[config.mk]
export PLATFORM = sky130hd
export DESIGN_NAME = lic_top
export DESIGN_NICKNAME = d
export VERILOG_FILES = /design/src/rtl/lic_pkg.sv /design/src/rtl/lic_sync.sv /design/src/rtl/lic_cause.sv /design/src/rtl/lic_pulse.sv /design/src/rtl/lic_top.sv
export SDC_FILE = /design/constraint.sdc
export NUM_CORES = 1
export LEC_CHECK = 0
export BUFFER_PORTS_ARGS = -buffer_cell sky130_fd_sc_hd__buf_2
export CAP_MARGIN = 10
export CORE_MARGIN = 3
export CORE_UTILIZATION = 50
export CTS_CLUSTER_SIZE = 16
export DETAILED_ROUTE_END_ITERATION = 12
export GPL_TIMING_DRIVEN = 0
export PLACE_DENSITY = 0.89
export SYNTH_ARGS = -nofsm -noshare
export SYNTH_HDL_FRONTEND = slang
export SYNTH_SLANG_ARGS = --single-unit
[constraint.sdc]
create_clock -name clk -period 2 [get_ports clk]
set_input_delay 0.3 -clock clk [delete_from_list [all_inputs] [get_ports clk]]
set_output_delay 0.3 -clock clk [all_outputs]
set_load 0.005 [all_outputs]
[src/rtl/lic_pkg.sv]
package lic_pkg;
  localparam int unsigned NSRC       = 32;
  localparam int unsigned OFS_CAUSE  = 'h00;
  localparam int unsigned OFS_MASK   = 'h04;
  localparam int unsigned OFS_PRST   = 'h24;
  localparam int unsigned RSW_BIT    = 1;
  localparam int unsigned STATE_BIT  = 16;
  localparam logic [NSRC-1:0] LVL_SEL =
    ~((NSRC'(1) << RSW_BIT) | (NSRC'(1) << STATE_BIT));
  localparam logic [NSRC-1:0] IRQ_SEL = ~(NSRC'(1) << STATE_BIT);
endpackage

[src/rtl/lic_sync.sv]
module lic_sync #(
  parameter int unsigned WIDTH  = 1,
  parameter int unsigned STAGES = 2,
  parameter logic [WIDTH-1:0] RST_VAL = '0
) (
  input  logic             clk,
  input  logic             rst_n,
  input  logic [WIDTH-1:0] d,
  output logic [WIDTH-1:0] q
);
  logic [WIDTH-1:0] stage_q [STAGES];

  for (genvar i = 0; i < STAGES; i++) begin : g_stage
    always_ff @(posedge clk or negedge rst_n) begin
      if (!rst_n) stage_q[i] <= RST_VAL;
      else if (i == 0) stage_q[i] <= d;
      else stage_q[i] <= stage_q[(i == 0) ? 0 : i-1];
    end
  end

  assign q = stage_q[STAGES-1];
endmodule

[src/rtl/lic_cause.sv]
module lic_cause #(
  parameter int unsigned NSRC      = 32,
  parameter int unsigned RSW_BIT   = 1,
  parameter int unsigned STATE_BIT = 16,
  parameter logic [NSRC-1:0] LVL_SEL = '1
) (
  input  logic            clk,
  input  logic            rst_n,
  input  logic [NSRC-1:0] lvl_s,
  input  logic            btn_n_s,
  input  logic            clr_rsw,
  output logic [NSRC-1:0] cause_w,
  output logic            rsw_lat_q,
  output logic            rsw_fall
);
  logic btn_prev_q;

  // Falling edge of the synchronized active-low button marks a press
  assign rsw_fall = btn_prev_q & ~btn_n_s;

  always_ff @(posedge clk or negedge rst_n) begin
    if (!rst_n) begin
      btn_prev_q <= 1'b1;
      rsw_lat_q  <= 1'b0;
    end else begin
      btn_prev_q <= btn_n_s;
      if (rsw_fall)     rsw_lat_q <= 1'b1;
      else if (clr_rsw) rsw_lat_q <= 1'b0;
    end
  end

  always_comb begin
    cause_w            = lvl_s & LVL_SEL;
    cause_w[RSW_BIT]   = rsw_lat_q;
    cause_w[STATE_BIT] = btn_n_s;
  end
endmodule

[src/rtl/lic_pulse.sv]
module lic_pulse #(
  parameter int unsigned LEN = 4
) (
  input  logic clk,
  input  logic rst_n,
  input  logic trig,
  output logic pulse
);
  localparam int unsigned CW = $clog2(LEN + 1);
  logic [CW-1:0] cnt_q;

  always_ff @(posedge clk or negedge rst_n) begin
    if (!rst_n)              cnt_q <= '0;
    else if (trig)           cnt_q <= CW'(LEN);
    else if (cnt_q != '0)    cnt_q <= cnt_q - CW'(1);
  end

  assign pulse = (cnt_q != '0);
endmodule

[src/rtl/lic_top.sv]
module lic_top #(
  parameter int unsigned ADDR_W      = 8,
  parameter int unsigned SYNC_STAGES = 2,
  parameter int unsigned PULSE_LEN   = 4
) (
  input  logic                     clk,
  input  logic                     rst_n,
  input  logic                     bus_sel,
  input  logic                     bus_we,
  input  logic [ADDR_W-1:0]        bus_addr,
  input  logic [lic_pkg::NSRC-1:0] bus_wdata,
  output logic [lic_pkg::NSRC-1:0] bus_rdata,
  input  logic [lic_pkg::NSRC-1:0] src_i,
  input  logic                     rsw_btn_n,
  output logic                     irq_o,
  output logic                     plat_rst_o
);
  import lic_pkg::*;

  localparam logic [ADDR_W-1:0] A_CAUSE = ADDR_W'(OFS_CAUSE);
  localparam logic [ADDR_W-1:0] A_MASK  = ADDR_W'(OFS_MASK);
  localparam logic [ADDR_W-1:0] A_PRST  = ADDR_W'(OFS_PRST);

  logic [NSRC-1:0] lvl_s;
  logic            btn_n_s;
  logic [NSRC-1:0] cause_w;
  logic [NSRC-1:0] mask_q;
  logic            rsw_lat;
  logic            rsw_fall;
  logic            irq_q;
  logic            wr_cause, wr_mask, wr_prst;

  assign wr_cause = bus_sel & bus_we & (bus_addr == A_CAUSE);
  assign wr_mask  = bus_sel & bus_we & (bus_addr == A_MASK);
  assign wr_prst  = bus_sel & bus_we & (bus_addr == A_PRST);

  lic_sync #(.WIDTH(NSRC), .STAGES(SYNC_STAGES), .RST_VAL('0)) u_sync_src (
    .clk(clk), .rst_n(rst_n), .d(src_i), .q(lvl_s)
  );

  lic_sync #(.WIDTH(1), .STAGES(SYNC_STAGES), .RST_VAL(1'b1)) u_sync_btn (
    .clk(clk), .rst_n(rst_n), .d(rsw_btn_n), .q(btn_n_s)
  );

  lic_cause #(
    .NSRC(NSRC), .RSW_BIT(RSW_BIT), .STATE_BIT(STATE_BIT), .LVL_SEL(LVL_SEL)
  ) u_cause (
    .clk(clk), .rst_n(rst_n), .lvl_s(lvl_s), .btn_n_s(btn_n_s),
    .clr_rsw(wr_cause & bus_wdata[RSW_BIT]),
    .cause_w(cause_w), .rsw_lat_q(rsw_lat), .rsw_fall(rsw_fall)
  );

  lic_pulse #(.LEN(PULSE_LEN)) u_pulse (
    .clk(clk), .rst_n(rst_n), .trig(wr_prst), .pulse(plat_rst_o)
  );

  always_ff @(posedge clk or negedge rst_n) begin
    if (!rst_n)       mask_q <= '0;
    else if (wr_mask) mask_q <= bus_wdata;
  end

  always_ff @(posedge clk or negedge rst_n) begin
    if (!rst_n) irq_q <= 1'b0;
    else        irq_q <= |(cause_w & mask_q & IRQ_SEL);
  end
  assign irq_o = irq_q;

  always_comb begin
    bus_rdata = '0;
    if (bus_sel && !bus_we) begin
      if (bus_addr == A_CAUSE)     bus_rdata = cause_w;
      else if (bus_addr == A_MASK) bus_rdata = mask_q;
    end
  end
endmodule

==> flow_summary.yaml <==
yosys:
  synth_fp_nets: 299
  synth_fa_ha_area_frac: 0.006798
  yosysWarnings: 0
  synth_top_family_by_area: "multiplexers"
  yosysSeqAreaShare: 0.6808
  synth_seq_cells: 100
  synthSimpleGateAreaFrac: 0.03909
  synth_xor_area_frac: 0.002379
  synth_top_flop_cell: "dfrtp_1"
  synth.distinct_cells: 30
  synth_compound_gate_area_share: 0.1152
  synthMuxAreaShare: 0.1312
  synthArstFlopShare: 1.000
  synth_top_area_frac: 0.6594
  synth_area_leader_cell: "dfrtp_1"
  syn_inst: 220
  synth_edf_count: 0
  ys_top_cells_by_area: "dfrtp_1 66%, mux2_4 12%, a22o_1 7.9%"
  synthesis.area_sq_um: 3681
  avgSynthCellArea_sq_um: 16.73
setup_path:
  crit_required_ns: 1.70
  regToRegSetupSlack_ns: 0.21
  cp-start-kind: "primary input"
  crit_top_cell: "buf_2"
  reg2reg_to: "irq_o"
  cp_slowest_stage_delay_ns: 0.38
  crit_path_top_delay_cell: "nor4_4"
  critPathKind: "primary input to output pin"
  endpoint_kind: "output pin"
  r2r-start: "mask_q[29]"
  r2r_cells: 4
  path_cells: "buf_2, nor4_4, nand3b_4, nor2_4, buf_6, a22o_1, buf_2"
  arrival_ns: 1.65
  worstPathMaxFanout: 10
global_routing:
  grt_pass1_wl_mm: 13.05
  grt_usage: 0.2054
  grt_overflow_total: 0
  antenna_found_initial: 0
  grt_max_degree: 53
  grt_pass1_vias: 2456
power:
  p_leak_nw: 2.419
  power.switching_mw: 0.9233
  ir_drop_mv: 0.4769
  pwr-share-clk: 0.334
  seqPwrFrac: 0.577
  swShare: 0.2412
  powerDensity_nw_per_um2: 826.7
  combPwrFrac: 0.089
  internal_power_mw: 2.904
sta:
  skew_ns: 0.01011
  drv_slew: 0
  hold_viol: 0
  fin_crit_ns: 1.950
  tightest_slew_ns: 0.6456
  hold_slack_ns: 0.03394
  setup_viol: 0
  fin_setup_tns_ns: 0
  relSlewSlack: 0.5696
  fin_crit_sh: 0.9748
  max_freq_ghz: 0.5129
cells_and_area:
  layout.nets: 422
  mostFrequentLayoutCells: "107 x buf_2, 97 x dfrtp_1, 33 x a22o_1"
  n_antenna_cell: 0
  layout_commonest_cell: "buf_2"
  syn2layout_area_growth_pct: 25.76
  drive_gt1_frac: 0.5086
cts:
  numClockSinks: 100
  clock_path_buffers: 2
  cts_root_buf: "clkbuf_8"
  cts_buffers: 9
  htreeDepth: 3
  path_clk_slew_ns: 0.10
  cts_tree: "done"
  clkLatencyLatePin_ns: 0.36
floorplan:
  rows: 30
  die_w_microns: 91.80
  start_util: 0.5272
  die_h_microns: 91.80
  pin_count: 111
  coreArea_sq_um: 6982
  die-area_sq_um: 8427
route:
  finalWirelength_mm: 8.368
  ant_nets: 0
  route.met3.wl_microns: 542
  dr.pass1.iters: 4
  vias: 2372
  dr.max_layer_used: "met4"
  vias_per_cell: 5.342
  wl_per_cell_microns: 18.85
  drt-met1-wl_mm: 3.644
  drt_drc_violations_left: 0
  wl_met2_mm: 4.054
  drt-initial-drc-count: 105
worst_hold_path:
  hold_depth: 1
  hold_class: "primary input to register"
  min-delay-start: "rsw_btn_n"
  whs_endpoint: "u_sync_btn.stage_q[1]"
placement:
  place_congestion: 0.7375
  io_buffers: 108
  dp_hpwl_mm: 5.807
job:
  drv_cap: 0
run_status:
  status: "complete, no violations"
[synthesized netlist by cell type (2+ instances only)]
| master | count |
|---|---|
| a22o_1 | 33 |
| a22oi_1 | 12 |
| buf_4 | 6 |
| buf_6 | 3 |
| dfrtp_1 | 97 |
| dfstp_2 | 3 |
| ha_1 | 2 |
| inv_1 | 3 |
| mux2_2 | 2 |
| mux2_4 | 30 |
| nand2_1 | 3 |
| nand2b_1 | 2 |
| nand3_1 | 3 |
| nand4_1 | 3 |
| nor2_2 | 2 |
| o21ai_0 | 2 |
[registers in the layout, summed over array words and instances (netlist names)]
| name | count |
|---|---|
| u_sync_btn.stage_q | 1 |
| u_cause.rsw_lat_q | 1 |
| u_cause.btn_prev_q | 1 |
| u_pulse.cnt_q | 3 |
| u_sync_src.q | 30 |
| mask_q | 32 |
| u_sync_src.stage_q | 30 |
| irq_o | 1 |
| u_sync_btn.q | 1 |
[worst max-delay path, delay by kind of cell]
kind / cells / cell delay, ns
and+or+nand+nor: 3 / 0.73
buffers and inverters: 3 / 0.44
AOI/OAI and AO/OA: 1 / 0.18
[worst max path at each step]
stage                startpoint               end  slack (ns)  depth (start not counted)
finish              bus_addr[4]     bus_rdata[20]        0.05                          7
detailed placement  bus_addr[7]     bus_rdata[20]       -0.07                          7
CTS                 bus_addr[4]     bus_rdata[20]       0.007                          7
global route        bus_addr[4]     bus_rdata[20]      -0.004                          7
floorplan           bus_addr[7]     bus_rdata[10]        0.43                          5
global placement          rst_n  u_sync_src.q[29]       -0.26                          1
[power by group through the flow]
| stage | registers, mW | logic [mW] | clock network [mW] |
|---|---|---|---|
| global route | 2.22 | 0.389 | 1.41 |
| CTS | 2.21 | 0.347 | 1.30 |
| detailed placement | 2.25 | 0.342 | 0 |
| finish | 2.21 | 0.341 | 1.28 |
| floorplan | 2.23 | 0.169 | 0 |
| global placement | 2.24 | 0.314 | 0 |
[stage by stage]
stage	setup WS [ns]	utilization	cells	cell area, sq um	total power, mW
after global routing	-0.004254	0.6631	444	4629	4.019
final	0.05046	0.6631	444	4629	3.827
after detailed placement	-0.06753	0.6262	425	4372	2.589
after global placement	-0.2592	0.6219	424	4342	2.552
after floorplan	0.4314	-	220	3681	2.399
after CTS	0.006720	0.6586	443	4598	3.855
[timing repair]
| item | 4_1_cts | 5_1_grt |
|---|---|---|
| pin swaps | 1 | 2 |
| buffers inserted | 1 | 1 |
| hold buffers | 1 | 0 |
| endpoints found under the setup margin | 28 | 14 |
| endpoints found under the hold margin | 48 | 0 |
| gates resized for setup | 2 | 5 |
[logic make-up after synthesis]
logic type,count (synthesis)
xor gates and xnor gates,1
and+or+nand+nor,21
muxes,33
AOI/OAI and AO/OA,51
adders and majority gates,2
DFF,100
buffers and inverters,12
[area by class of cell]
class | count | area (sq um)
flip-flops and latches | 100 | 2506
fillers | 527 | 2352
multi-input cells | 108 | 1104
repair buffers | 112 | 595.6
clock buffers | 9 | 123.9
well taps | 96 | 120.1
plain buffers | 9 | 93.84
clock inverters | 7 | 75.07
inverters | 3 | 11.26
[routing by layer]
layer  global-route usage  up-vias
met1               0.2829     1201
met2               0.3262       94
met3              0.04430       12
li1                     -     1065
met4              0.06931        0
met5                    0        -
Note: power is estimated with default switching activity, not from simulation.
